## config.mk

```make
export PLATFORM = sky130hd
export DESIGN_NAME = crc8_stream
export DESIGN_NICKNAME = d
export VERILOG_FILES = /design/src/rtl/crc8_pkg.sv /design/src/rtl/crc8_fold.sv /design/src/rtl/crc8_ctrl.sv /design/src/rtl/crc8_stream.sv
export SDC_FILE = /design/constraint.sdc
export NUM_CORES = 1
export LEC_CHECK = 0
export BUFFER_PORTS_ARGS = -buffer_cell sky130_fd_sc_hd__buf_2
export CAP_MARGIN = 20
export CELL_PAD_IN_SITES_DETAIL_PLACEMENT = 0
export CELL_PAD_IN_SITES_GLOBAL_PLACEMENT = 2
export CORE_MARGIN = 5
export CORE_UTILIZATION = 37
export CTS_CLUSTER_SIZE = 10
export DETAILED_ROUTE_END_ITERATION = 16
export HOLD_SLACK_MARGIN = 0.06
export MAX_ROUTING_LAYER = met4
export PLACE_DENSITY = 0.86
export SETUP_SLACK_MARGIN = 0.3
export SLEW_MARGIN = 10
export SYNTH_ARGS = -nofsm -noshare
export SYNTH_HDL_FRONTEND = slang
export SYNTH_HIERARCHICAL = 1
export SYNTH_SLANG_ARGS = --single-unit
```

## constraint.sdc

```tcl
create_clock -name clk -period 3.6 [get_ports clk]
set_clock_uncertainty 0.1 [all_clocks]
set_input_delay 0.54 -clock clk [delete_from_list [all_inputs] [get_ports clk]]
set_output_delay 0.54 -clock clk [all_outputs]
set_load 0.05 [all_outputs]
```

## src/rtl/crc8_pkg.sv

```systemverilog
package crc8_pkg;
    localparam int unsigned CRC_W    = 8;
    localparam logic [7:0]  CRC_POLY = 8'h07;   // x^8 implicit, x^2+x+1 below
    localparam logic [7:0]  PAD_BYTE = 8'hFF;

    typedef enum logic [1:0] {
        ST_IDLE = 2'd0,
        ST_RUN  = 2'd1,
        ST_PAD  = 2'd2
    } crc_state_e;

    // One bit of long division: shift the next dividend bit into the remainder,
    // subtract the polynomial when an x^8 term appears.
    function automatic logic [CRC_W-1:0] div_step(input logic [CRC_W-1:0] r, input logic b);
        return {r[CRC_W-2:0], b} ^ (r[CRC_W-1] ? CRC_POLY : '0);
    endfunction
endpackage

```

## src/rtl/crc8_fold.sv

```systemverilog
module crc8_fold
    import crc8_pkg::*;
(
    input  logic [CRC_W-1:0] rem_i,
    input  logic [7:0]       byte_i,
    output logic [CRC_W-1:0] rem_o
);
    localparam int unsigned STAGES = 8;

    logic [CRC_W-1:0] chain [STAGES+1];

    assign chain[0] = rem_i;

    for (genvar g = 0; g < STAGES; g++) begin : g_stage
        assign chain[g+1] = div_step(chain[g], byte_i[STAGES-1-g]);
    end

    assign rem_o = chain[STAGES];
endmodule

```

## src/rtl/crc8_ctrl.sv

```systemverilog
module crc8_ctrl
    import crc8_pkg::*;
#(
    parameter int unsigned MAX_BYTES = 4
) (
    input  logic clk,
    input  logic rst,
    input  logic start_i,
    input  logic in_valid_i,
    input  logic in_last_i,
    output logic ready_o,
    output logic accept_o,
    output logic pad_o,
    output logic done_o
);
    localparam int unsigned CW = $clog2(MAX_BYTES + 1);

    crc_state_e     state_q;
    logic [CW-1:0]  cnt_q;
    logic           done_q;
    logic           last_eff;

    assign ready_o  = (state_q == ST_RUN);
    assign accept_o = ready_o && in_valid_i && !start_i;
    assign pad_o    = (state_q == ST_PAD) && !start_i;
    assign last_eff = in_last_i || (cnt_q == CW'(MAX_BYTES - 1));
    assign done_o   = done_q;

    always_ff @(posedge clk) begin
        if (rst) begin
            state_q <= ST_IDLE;
            cnt_q   <= '0;
            done_q  <= 1'b0;
        end else begin
            done_q <= pad_o;
            if (start_i) begin
                state_q <= ST_RUN;
                cnt_q   <= '0;
            end else begin
                unique case (state_q)
                    ST_RUN: if (accept_o) begin
                        cnt_q <= cnt_q + 1'b1;
                        if (last_eff) state_q <= ST_PAD;
                    end
                    ST_PAD:  state_q <= ST_IDLE;
                    default: state_q <= ST_IDLE;
                endcase
            end
        end
    end

    assert_pad_to_done_R5: assert property (@(posedge clk) disable iff (rst)
        (state_q == ST_PAD && !start_i) |=> done_o);

    assert_max_len_R8: assert property (@(posedge clk) disable iff (rst)
        (accept_o && cnt_q == CW'(MAX_BYTES - 1)) |=> (state_q == ST_PAD));

    assert_ready_after_start_R4: assert property (@(posedge clk) disable iff (rst)
        start_i |=> ready_o);

    assert_done_pulse_R5: assert property (@(posedge clk) disable iff (rst)
        done_o |=> !done_o);
endmodule

```

## src/rtl/crc8_stream.sv

```systemverilog
module crc8_stream
    import crc8_pkg::*;
#(
    parameter int unsigned MAX_BYTES = 4
) (
    input  logic       clk,
    input  logic       rst,
    input  logic       start_i,
    input  logic       in_valid_i,
    input  logic [7:0] in_data_i,
    input  logic       in_last_i,
    output logic       in_ready_o,
    output logic [7:0] crc_o,
    output logic       done_o
);
    logic             accept;
    logic             pad;
    logic [CRC_W-1:0] rem_q;
    logic [CRC_W-1:0] rem_next;
    logic [7:0]       fold_byte;
    logic [CRC_W-1:0] crc_q;

    crc8_ctrl #(.MAX_BYTES(MAX_BYTES)) u_ctrl (
        .clk        (clk),
        .rst        (rst),
        .start_i    (start_i),
        .in_valid_i (in_valid_i),
        .in_last_i  (in_last_i),
        .ready_o    (in_ready_o),
        .accept_o   (accept),
        .pad_o      (pad),
        .done_o     (done_o)
    );

    // Padding reuses the same unrolled stages as payload bytes.
    assign fold_byte = pad ? PAD_BYTE : in_data_i;

    crc8_fold u_fold (
        .rem_i  (rem_q),
        .byte_i (fold_byte),
        .rem_o  (rem_next)
    );

    always_ff @(posedge clk) begin
        if (rst) begin
            rem_q <= '0;
            crc_q <= '0;
        end else if (start_i) begin
            rem_q <= '0;
        end else if (accept) begin
            rem_q <= rem_next;
        end else if (pad) begin
            crc_q <= rem_next;
        end
    end

    assign crc_o = crc_q;

    assert_reset_quiet_R3: assert property (@(posedge clk)
        rst |=> (!done_o && !in_ready_o && crc_o == 8'h00));

    assert_crc_hold_R5: assert property (@(posedge clk) disable iff (rst)
        !done_o |-> $stable(crc_o));

    assert_no_ready_after_done_R9: assert property (@(posedge clk) disable iff (rst)
        (done_o && !start_i) |=> !in_ready_o);

    assert_ready_onehot_R7: assert property (@(posedge clk) disable iff (rst)
        $onehot0({in_ready_o, done_o}));
endmodule

```

[Word-level counts from Yosys, hierarchy flattened]
Index checks and enable logic that the tools add are counted.
W data, S select, Z words.
Word-level totals
  output and inout bits: 10
  bits in registers: 22
  word-level logic and storage cells: 47
  input bits: 13
Operators by class
  multiplexer cells: 13
  equality and inequality tests: 5
  reductions and logical operators: 11
  bitwise operators: 11
  add/subtract/negate cells: 1
Operator list (number)
  $xor A8 B8 Y8: 8
  $mux W3: 8
  $mux W8: 1
  $ne A3 B3 Y1 const B: 2
  $reduce_and A2 Y1: 3
  $mux W1: 4
  $add A3 B1 Y3 const B: 1
  $eq A3 B2 Y1 const B: 1
  $logic_and A1 B1 Y1: 3
  $not A1 Y1: 3
  $reduce_and A3 Y1: 1
  $reduce_or A3 Y1: 1
  $eq A2 B1 Y1 const B: 1
  $eq A2 B2 Y1 const B: 1
  $reduce_or A2 Y1: 1
  $logic_not A1 Y1: 1
  $logic_or A1 B1 Y1: 1

[Longest topological paths before layout]
Gate-level depths: netlist of the first run.
  word-level depth: 18
  gate-level depth with buffers: 7
  depth with buffers taken out: 6

[Cells and area by module]
The synthesis of the first run kept the hierarchy.
By module, submodules not included
  crc8_stream: area an instance 716.9 µm², cells an instance 70, times used 1
  crc8_ctrl: area an instance 322.8 µm², cells an instance 29, times used 1
  crc8_fold: area an instance 209.0 µm², cells an instance 19, times used 1

[Worst setup path before layout of the first run]
OpenSTA, ideal clock, no wires.
  kind: input to register
  start: in start_i
  end: reg rem_q[2]
  library setup time: 0.115 ns
  stages on the path: 6
  arrival: 1.868 ns
  slack: 1.516 ns
  cells stage by stage: buf_6 > nor3b_1 > or2_2 > xnor3_1 > mux2i_1 > nor2_1
Between the ends
  longest elaborated chain between the ends: 6
  elaborated cells between the ends (all ways): 8
RTL lines
  start, declared: line crc8_stream.sv:8  | input logic start_i,
  $logic_not A1 Y1: line crc8_ctrl.sv:25  | assign pad_o = (state_q == ST_PAD) && !start_i;
  $logic_and A1 B1 Y1: line crc8_ctrl.sv:25
  via pad: line crc8_stream.sv:17  | logic pad;
  $mux W8: line crc8_stream.sv:36  | assign fold_byte = pad ? PAD_BYTE : in_data_i;
  via fold_byte[2]: line crc8_stream.sv:20  | logic [7:0] fold_byte;
  $xor A8 B8 Y8 (3 in series): line crc8_pkg.sv:15  | return {r[CRC_W-2:0], b} ^ (r[CRC_W-1] ? CRC_POLY : '0);
  via rem_next[2]: line crc8_stream.sv:19  | logic [CRC_W-1:0] rem_next;
  end signal, assigned: line crc8_stream.sv:51  | rem_q <= rem_next;
  end, declared: line crc8_stream.sv:18  | logic [CRC_W-1:0] rem_q;
The timed path passes the listed nets, and every way through them passes these cells.
A chain may end at the register's enable or synchronous reset.

[Worst setup path in the final report of the first run]
  start: in start_i
  end: reg crc_q[3], in the netlist crc_o[3]
Between the ends
  longest elaborated chain between the ends: 7
  elaborated cells between the ends (all ways): 11
RTL lines
  $logic_not A1 Y1: line crc8_ctrl.sv:25
  $logic_and A1 B1 Y1: line crc8_ctrl.sv:25
  via pad: line crc8_stream.sv:17
  $mux W8: line crc8_stream.sv:36
  via fold_byte[3]: line crc8_stream.sv:20
  $xor A8 B8 Y8 (4 in series): line crc8_pkg.sv:15
  via rem_next[3]: line crc8_stream.sv:19
  end signal, assigned: line crc8_stream.sv:53  | crc_q <= rem_next;
  end, declared: line crc8_stream.sv:21  | logic [CRC_W-1:0] crc_q;
The timed path passes the listed nets, and every way through them passes these cells.

==> results of run 1 <==
==> critical path, stage by stage <==
cell and delay [ps]:
buf_2 170, nor3b_1 700, or2_2 240, xnor3_1 220, xor2_1 250, nand2b_1 90
mux2i_1 120
==> kinds of logic (layout without fill, tap and decap cells) <==
family,after synthesis,in the layout
adders and majority gates,2,2
buffers and inverters,8,27
muxes,19,19
and+or+nand+nor,47,47
AOI/OAI and AO/OA,1,1
DFF,22,22
xor gates and xnor gates,19,19
==> cell usage after synthesis (all sizes together) <==
cell type	count
dfxtp	22
nand2b	17
mux2i	16
xnor2	13
nor2	9
or2	9
nor3b	7
buf	4
xor2	4
mux2	3
clkbuf	2
ha	2
inv	2
nor3	2
xnor3	2
and2	1
and4bb	1
nor2b	1
o221a	1
==> layout make-up <==
| class | instances | area, µm² | share of cell area [%] |
|---|---|---|---|
| inverter | 2 | 7.51 | 0.539 |
| timing repair buffer | 22 | 110 | 7.91 |
| sequential | 22 | 440 | 31.6 |
| tap | 46 | 57.6 | 4.13 |
| multi-input combinational | 88 | 754 | 54.2 |
| clock buffer | 3 | 22.5 | 1.62 |
==> worst max path at each step <==
stage | endpoint | depth (start not counted)
floorplan | rem_q[2]$_SDFFE_PP0P_ | 6
global placement | rem_q[2]$_SDFFE_PP0P_ | 6
detailed placement | crc_o[3]$_SDFFE_PP0P_ | 7
CTS | crc_o[3]$_SDFFE_PP0P_ | 7
global route | crc_o[3]$_SDFFE_PP0P_ | 7
finish | crc_o[3]$_SDFFE_PP0P_ | 7
==> per-stage QoR <==
step / power (µW) / util (%)
3_5_place_dp: 312 / 41.4
3_3_place_gp: 312 / 41.4
5_1_grt: 444 / 42.1
2_1_floorplan: 299 / -
4_1_cts: 427 / 42.1
6_report: 421 / 42.1
==> report_power, final <==
group,switching (µW),internal [µW],leakage [µW]
Combinational,29.4,28.9,0.000356
Sequential,2.05,246,0.000178
Clock,75.8,39.2,0.0000138
==> registers in the layout (all words and copies together) (netlist names) <==
| name | count |
|---|---|
| u_ctrl/cnt_q | 3 |
| u_ctrl/done_o | 1 |
| rem_q | 8 |
| u_ctrl/state_q | 2 |
| crc_o | 8 |
==> layer usage <==
layer | track usage (%) | up-vias | share of wire, %
li1 | - | 424 | -
met1 | 15.0 | 366 | 50
met2 | 17.0 | 14 | 44
met3 | 1.97 | 5 | 3.9
met4 | 5.21 | 0 | 2.0
met5 | - | - | 0
==> impl_metrics.tcl, run 1 <==
set metrics [dict create \
    hold_buffers 0 \
    vias 809 \
    r2r_start "u_ctrl/state_q[1]$_SDFFE_PP0P_" \
    first_pass_iters 2 \
    final_cell_mix "dfxtp_1, buf_2, nand2b_1" \
    postSynthCellCount 118 \
    critPathLaunch "start_i" \
    cts_made_buffers 3 \
    fillers 342 \
    status "completed" \
    cellLeakagePower_uw 0.000547 \
    dpl.cell_count 180 \
    hold_slack_ps 379 \
    totalWireLength_um 2210 \
    ctsResizeCount 0 \
    clock_path_buffers 2 \
    stdcell_area_mm2 0.00139 \
    ys_top_cells_by_area "dfxtp_1, mux2i_1, nand2b_1" \
    core_area_mm2 0.00331 \
    layout-drive-gt1-share_pct 31.4 \
    synth_mux_area_share_pct 16.4 \
    hold_class "reg2reg" \
    setup_viol 0 \
    drtIter0Drc 44 \
    clockRootBuffer "clkbuf_4" \
    dp_slack_ps 1010 \
    yosysWarningCount 6 \
    grt_pass1_vias 814 \
    stdcell_count 183 \
    place.gp.congestion 0.730 \
    cp-start-kind "input pin" \
    synth-adder-area-share_pct 2.00 \
    vdd_drop_max_mv 0.128 \
    rsz0062_at_grt "no" \
    overflow 0 \
    cts_tree "built" \
    routedWlPerCell_um 12.1 \
    syn-num-nets 133 \
    timing.final.crit_period_ps 2180 \
    n_antenna_cell 0 \
    hpwl_um 1670 \
    postCtsSetupBuffers 0 \
    tns_ps 0 \
    grt_pass1_wl_um 3750 \
    core.rowCount 21 \
    drv_slew 0 \
    finalCritPeriodShare_pct 60.6 \
    path_clk_slew_ps 120 \
    viasPerCell 4.42 \
    io_buffers 22 \
    avgSynthCellArea_um2 10.6 \
    holdPathStages 2 \
    drtAntennaViolNets 0 \
    rrSetupSlack_ps 1460 \
    hp-start "crc_o[0]$_SDFFE_PP0P_" \
    setup_ws_ps 1420 \
    min_to "crc_o[0]$_SDFFE_PP0P_" \
    yosysSeqAreaShare_pct 35.3 \
    synth.distinct_cells 24 \
    worst_r2r_path_depth 6 \
    synth_compound_area_share_pct 0.902 \
    dpl_cell_area_mm2 0.00137 \
    fin_nets 154 \
    netlist_area_mm2 0.00125 \
    synth_top_family_by_area "simple AND/OR/NAND/NOR gates" \
    synth_top_cell_area_share_pct 35.3 \
    synth_top_area_cell "dfxtp_1" \
    cap_violations 0 \
    power_density_mw_per_mm2 302 \
    die-area_mm2 0.00464 \
    initial_utilization_pct 37.7 \
    areaGrowthSynthToFinish_pct 11.5 \
    cp_data_arrival_time_ps 2330 \
    synth-simple-area-share_pct 24.3 \
    drc 0 \
    cp-end-kind "flop" \
    r2r-end "crc_o[3]$_SDFFE_PP0P_" \
    antenna_found_initial 0 \
    worst_pin_slew_ps 840 \
    critPathRequiredTime_ps 3750 \
    grt_start_max_net_pins 26 \
    synth-xor-area-share_pct 16.7 \
    timing.fmax_ghz 0.459 \
    htree_num_levels 1 \
    synth_seq_cells 22 \
    cp_max_fo 12 \
    die_width_um 68.1 \
    num_io_pins 23 \
    slew_headroom_pct 43.9 \
    die_h_um 68.1 \
    clock_latency_ps 310 \
    cts_sinks 22 \
    track_usage_pct 11.4 \
    hold_viol 0 \
    worst-setup-path-type "in2reg" \
]
Note: power is estimated with default switching activity, not from simulation.
==> run 2, diff against run 1 <==
--- a/config.mk
+++ b/config.mk
@@ -10,12 +10,12 @@
 export CELL_PAD_IN_SITES_DETAIL_PLACEMENT = 0
 export CELL_PAD_IN_SITES_GLOBAL_PLACEMENT = 2
 export CORE_MARGIN = 5
-export CORE_UTILIZATION = 37
+export CORE_UTILIZATION = 34
 export CTS_CLUSTER_SIZE = 10
 export DETAILED_ROUTE_END_ITERATION = 16
 export HOLD_SLACK_MARGIN = 0.06
 export MAX_ROUTING_LAYER = met4
-export PLACE_DENSITY = 0.86
+export PLACE_DENSITY = 0.8
 export SETUP_SLACK_MARGIN = 0.3
 export SLEW_MARGIN = 10
 export SYNTH_ARGS = -nofsm -noshare
==> constraint.sdc (replaced) <==
create_clock -name clk -period 2.11 [get_ports clk]
set_clock_uncertainty 0.1 [all_clocks]
set_input_delay 0.3165 -clock clk [delete_from_list [all_inputs] [get_ports clk]]
set_output_delay 0.3165 -clock clk [all_outputs]
set_load 0.05 [all_outputs]
==> run 2 against run 1 <==
Compared with the run above:
- global-route usage shrank 1.4 points
- first-iteration DRC count grew 6.8%
- wire length grew 1.3%
- final area increased by 4.5%
- non-clock buffer count increased by 2
- highest routed layer unchanged
- critical path type is now reg2reg
- die area rose by 7.5%
- sequential share of layout area shrank 1.4 points
- final cell count rose by 2.2%
==> impl_metrics.tcl, run 2 (same netlist as run 1, synthesis figures left out) <==
set metrics [dict create \
    cp-endpoint "crc_o[7]$_SDFFE_PP0P_" \
    routed-wl-met2_um 999 \
    track_usage_pct 10.0 \
    critPathLaunch "u_ctrl/state_q[1]$_SDFFE_PP0P_" \
    vias 802 \
    core.rowCount 22 \
    cp_num_buf_inv 1 \
    layout-drive-gt1-share_pct 34.5 \
    clockRootBuffer "clkbuf_8" \
    cts_sinks 22 \
    power_density_mw_per_mm2 536 \
    netSwitchingFraction_pct 23.4 \
    clock_latency_ps 250 \
    drtAntennaViolNets 0 \
    met3WireLength_um 73 \
    htree_num_levels 1 \
    drt-met1-wl_um 1130 \
    tns_ps 0 \
    top_layer "met4" \
    worst-setup-path-type "reg2reg" \
    critPathRequiredTime_ps 2200 \
    power_switching_uw 183 \
    die_h_um 70.6 \
    drv_slew 0 \
    drtIter0Drc 47 \
    final_util_pct 40.4 \
    rrSetupSlack_ps 450 \
    fillers 374 \
    hold_buffers 0 \
    r2r-end "crc_o[7]$_SDFFE_PP0P_" \
    num_io_pins 23 \
    die_width_um 70.6 \
    pwr-share-clk_pct 32.5 \
    seq_area_um2 440 \
    timing.final.crit_period_ps 1660 \
    drc 0 \
    combPwrFrac_pct 13.2 \
    vdd_drop_max_mv 0.171 \
    finalCritPeriodShare_pct 78.9 \
    io_buffers 22 \
    slowest_stage "dfxtp_1" \
    die-area_mm2 0.00498 \
    hold_class "in2reg" \
    timing.fmax_ghz 0.601 \
    max_stage_delay_ps 320 \
    overflow 0 \
    worst_pin_slew_ps 364 \
    postCtsSetupBuffers 0 \
    cp-end-kind "flop" \
    cts_tree "built" \
    crit_path_frequent_cell "xnor2_1" \
    grt_pass1_wl_um 3930 \
    antenna_found_initial 0 \
    sequentialPowerShare_pct 54.2 \
    clock_path_buffers 2 \
    r2r_start "u_ctrl/state_q[1]$_SDFFE_PP0P_" \
    worst_r2r_path_depth 7 \
    cp_cell_sequence "nor3b_4 > buf_4 > or2_2 > xnor2_1 > xnor2_1 > nand2b_1 > mux2i_1" \
    cp_num_cells 7 \
    first_pass_iters 4 \
    fin_nets 156 \
    n_antenna_cell 0 \
    rsz0062_at_grt "yes" \
    setup_viol 0 \
    status "completed" \
    slew_headroom_pct 75.7 \
    cellLeakagePower_uw 0.000579 \
    routedWlPerCell_um 12.0 \
    areaGrowthSynthToFinish_pct 16.5 \
    place.gp.congestion 0.736 \
    cp_data_arrival_time_ps 1760 \
    hold_viol 0 \
    cts_made_buffers 3 \
    grt_pass1_vias 853 \
    totalWireLength_um 2240 \
    hpwl_um 1750 \
    cap_violations 0 \
    cell_internal_pwr_uw 597 \
    multi_input_comb_area_um2 781 \
    cp-start-kind "flop" \
    initial_utilization_pct 34.6 \
    core_area_mm2 0.00361 \
    path_clk_slew_ps 80 \
    viasPerCell 4.29 \
    final_cell_mix "dfxtp_1, buf_2, nand2b_1" \
    cp_max_fo 7 \
    cp_top_family "simple AND/OR/NAND/NOR gates" \
    grt_start_max_net_pins 26 \
]
run 2: changes by cell type in the layout (fill, tap and decap cells not counted), sizes merged:
cell  change
buf       +2
run 2: area by class of cell:
class | count | area share [%]
clock buffer | 3 | 2.84
inverter | 2 | 0.516
sequential | 22 | 30.3
timing repair buffer | 24 | 8.60
tap | 48 | 4.13
multi-input combinational | 88 | 53.7
run 2: metal layers:
layer	vias to the layer above	GRT usage [%]
met3	2	1.56
met1	362	13.6
met2	11	14.4
met5	-	-
li1	427	-
met4	0	5.01
run 2: worst min path at each step:
| stage | from | endpoint | depth (start not counted) |
|---|---|---|---|
| floorplan | rst | crc_o[0]$_SDFFE_PP0P_ | 2 |
| global placement | crc_o[2]$_SDFFE_PP0P_ | crc_o[2]$_SDFFE_PP0P_ | 2 |
| detailed placement | crc_o[7]$_SDFFE_PP0P_ | crc_o[7]$_SDFFE_PP0P_ | 2 |
| CTS | in_last_i | u_ctrl/state_q[1]$_SDFFE_PP0P_ | 3 |
| global route | in_last_i | u_ctrl/state_q[1]$_SDFFE_PP0P_ | 3 |
| finish | in_last_i | u_ctrl/state_q[1]$_SDFFE_PP0P_ | 3 |
run 2: metrics by stage:
stage	area [µm²]	instances	power (µW)	setup WS (ps)	hold WS, ps
final	1460	187	780	445	262
after global routing	1460	187	814	290	285
after CTS	1430	187	787	385	259
after detailed placement	1390	184	534	232	361
after global placement	1390	184	533	275	356
after floorplan	1250	118	511	446	400
run 2: power groups by stage:
stage / Combinational [µW] / Clock, µW / Sequential, µW
3_5_place_dp: 102 / 0 / 433
5_1_grt: 114 / 276 / 424
6_report: 103 / 254 / 423
3_3_place_gp: 101 / 0 / 432
4_1_cts: 102 / 263 / 423
2_1_floorplan: 78.1 / 0 / 433
run 2: repair_timing:
action,4_1_cts,5_1_grt
endpoints found under the hold margin,0,0
endpoints found under the setup margin,0,9
resized for setup,0,3
run 2: worst register-to-register path, delay by kind of cell (launching register included):
| kind | cells | cell delay [ps] |
|---|---|---|
| and+or+nand+nor | 3 | 540 |
| xor gates and xnor gates | 2 | 370 |
| buffers and inverters | 1 | 150 |
| DFF | 1 | 320 |
| muxes | 1 | 120 |
==> run 3, diff against run 2 <==
--- a/config.mk
+++ b/config.mk
@@ -10,12 +10,12 @@
 export CELL_PAD_IN_SITES_DETAIL_PLACEMENT = 0
 export CELL_PAD_IN_SITES_GLOBAL_PLACEMENT = 2
 export CORE_MARGIN = 5
-export CORE_UTILIZATION = 34
+export CORE_UTILIZATION = 31
 export CTS_CLUSTER_SIZE = 10
 export DETAILED_ROUTE_END_ITERATION = 16
 export HOLD_SLACK_MARGIN = 0.06
 export MAX_ROUTING_LAYER = met4
-export PLACE_DENSITY = 0.8
+export PLACE_DENSITY = 0.77
 export SETUP_SLACK_MARGIN = 0.3
 export SLEW_MARGIN = 10
 export SYNTH_ARGS = -nofsm -noshare
==> constraint.sdc (replaced) <==
create_clock -name clk -period 1.4 [get_ports clk]
set_clock_uncertainty 0.1 [all_clocks]
set_input_delay 0.21 -clock clk [delete_from_list [all_inputs] [get_ports clk]]
set_output_delay 0.21 -clock clk [all_outputs]
set_load 0.05 [all_outputs]
==> run 3 against run 2 <==
Compared with the run above:
- the flow now finishes with violations (negative setup slack)
- fmax grew 4.5%
- hold slack got worse by 100 ps
- combinational power is 110% higher
- final cell count increased by 11%
- global-route usage rose by 1.1 points
- die area grew 8.3%
- largest power group unchanged
- wire length is 18% higher
- critical path depth unchanged
- utilization increased by 6.9 points
- critical endpoint is now crc_o[3]$_SDFFE_PP0P_
- critical path type unchanged
==> impl_metrics.tcl, run 3 (same netlist as run 1, synthesis figures left out) <==
set metrics [dict create \
    power_uw 1240 \
    worst_pin_slew_ps 433 \
    critPathLaunch "u_ctrl/state_q[1]$_SDFFE_PP0P_" \
    cp-endpoint "crc_o[3]$_SDFFE_PP0P_" \
    violations "negative setup slack" \
    r2r-end "crc_o[3]$_SDFFE_PP0P_" \
    totalWireLength_um 2640 \
    dpl_cell_area_mm2 0.00151 \
    grt_start_max_net_pins 18 \
    vdd_drop_max_mv 0.373 \
    layout-drive-gt1-share_pct 57.3 \
    cp_data_arrival_time_ps 1680 \
    hold_buffers 0 \
    cts_tree "built" \
    power_density_mw_per_mm2 668 \
    hold_viol 0 \
    io_buffers 22 \
    grt_pass1_wl_um 4510 \
    timing.fmax_ghz 0.628 \
    drtAntennaViolNets 0 \
    worst-setup-path-type "reg2reg" \
    worst_r2r_path_depth 7 \
    die-area_mm2 0.00540 \
    dpl.cell_count 195 \
    timing.final.crit_period_ps 1590 \
    cap_violations 0 \
    drtIter0Drc 25 \
    cts_sinks 22 \
    hpwl_um 1880 \
    setup_ws_ps -193 \
    viasPerCell 4.32 \
    r2r_start "u_ctrl/state_q[1]$_SDFFE_PP0P_" \
    drv_slew 0 \
    die_width_um 73.5 \
    rsz0062_at_grt "yes" \
    grt_pass1_vias 911 \
    cp_max_fo 9 \
    hold_class "in2reg" \
    critPathRequiredTime_ps 1490 \
    rrSetupSlack_ps -190 \
    setup_viol 20 \
    core_area_mm2 0.00394 \
    status "finished with violations" \
    n_antenna_cell 0 \
    cellLeakagePower_uw 0.000746 \
    htree_num_levels 1 \
    clockRootBuffer "clkbuf_8" \
    final_cell_mix "nand2b_1, mux2i_1, buf_4" \
    core.rowCount 23 \
    routedWlPerCell_um 12.7 \
    slew_headroom_pct 71.0 \
    num_io_pins 23 \
    vias 894 \
    cts_made_buffers 3 \
    fin_nets 174 \
    layout_commonest_cell "nand2b_1" \
    track_usage_pct 11.1 \
    overflow 0 \
    drc 0 \
    initial_utilization_pct 31.7 \
    die_h_um 73.5 \
    stdcell_area_mm2 0.00186 \
    areaGrowthSynthToFinish_pct 49.2 \
    stdcell_count 207 \
    clock_path_buffers 2 \
    first_pass_iters 4 \
    antenna_found_initial 0 \
    cp-end-kind "flop" \
    clock_latency_ps 260 \
    place.gp.congestion 0.726 \
    finalCritPeriodShare_pct 114 \
    cp-start-kind "flop" \
    path_clk_slew_ps 80 \
]
==> run 3: cell types whose count changed in the layout (fill, tap and decap cells not counted), moves of 2 or more <==
cell | previous run | this run
ha_1 | 2 | 0
buf_12 | 0 | 3
xnor2_2 | 3 | 10
or2_4 | 0 | 7
xnor2_1 | 10 | 2
buf_6 | 0 | 9
or2_2 | 9 | 2
dfxtp_2 | 0 | 12
buf_4 | 2 | 14
dfxtp_1 | 22 | 10
ha_4 | 0 | 2
buf_2 | 22 | 12
buf_8 | 0 | 4
==> run 3: area by class of cell <==
cell class | count | area, µm²
sequential | 22 | 455
tap | 50 | 62.6
multi-input combinational | 88 | 910
timing repair buffer | 42 | 387
inverter | 2 | 7.51
clock buffer | 3 | 41.3
fill | 369 | 2080
==> run 3: metrics by stage <==
step / utilization (%) / setup slack, ps / TNS [ps] / hold WS [ps]
6_report: 47.3 / -193 / -2910 / 160
5_1_grt: 47.3 / -286 / -4450 / 166
2_1_floorplan: - / -112 / -447 / 294
3_5_place_dp: 38.3 / -301 / -3650 / 357
4_1_cts: 45.6 / -205 / -3380 / 148
3_3_place_gp: 38.3 / -226 / -2800 / 358
==> run 3: worst min path at each step <==
stage,startpoint,end,slack (ps),cells past startpoint
after floorplan,rst,crc_o[0]$_SDFFE_PP0P_,290,2
after global placement,crc_o[6]$_SDFFE_PP0P_,crc_o[6]$_SDFFE_PP0P_,360,2
after detailed placement,crc_o[4]$_SDFFE_PP0P_,crc_o[4]$_SDFFE_PP0P_,360,2
after CTS,in_last_i,u_ctrl/state_q[1]$_SDFFE_PP0P_,150,3
after global routing,in_last_i,u_ctrl/state_q[1]$_SDFFE_PP0P_,170,3
final,in_last_i,u_ctrl/state_q[1]$_SDFFE_PP0P_,160,3
==> run 3: per-layer routing <==
metal | up-vias | track usage (%) | share of wire [%]
met1 | 414 | 15.2 | 47
met2 | 12 | 16.2 | 48
met4 | 0 | 3.62 | 0.64
met5 | - | - | 0
met3 | 2 | 2.19 | 3.8
li1 | 466 | - | -
==> run 3: critical path, stage by stage, from the launching register on <==
cell      delay, ps
dfxtp_2         320
nor3b_4         150
buf_12          130
or2_4           240
xnor3_1         210
xor2_1          180
nand2b_1         70
mux2i_1         120
==> run 3: repair_timing <==
action,in CTS,in global routing
pin swaps,15,13
gates resized for setup,43,14
endpoints found under the setup margin,32,31
buffers inserted,7,2
==> run 3: power breakdown <==
part | total (µW) | internal, µW | switching, µW
Sequential | 638 | 632 | 6.36
Clock | 389 | 192 | 197
Combinational | 217 | 123 | 94.1
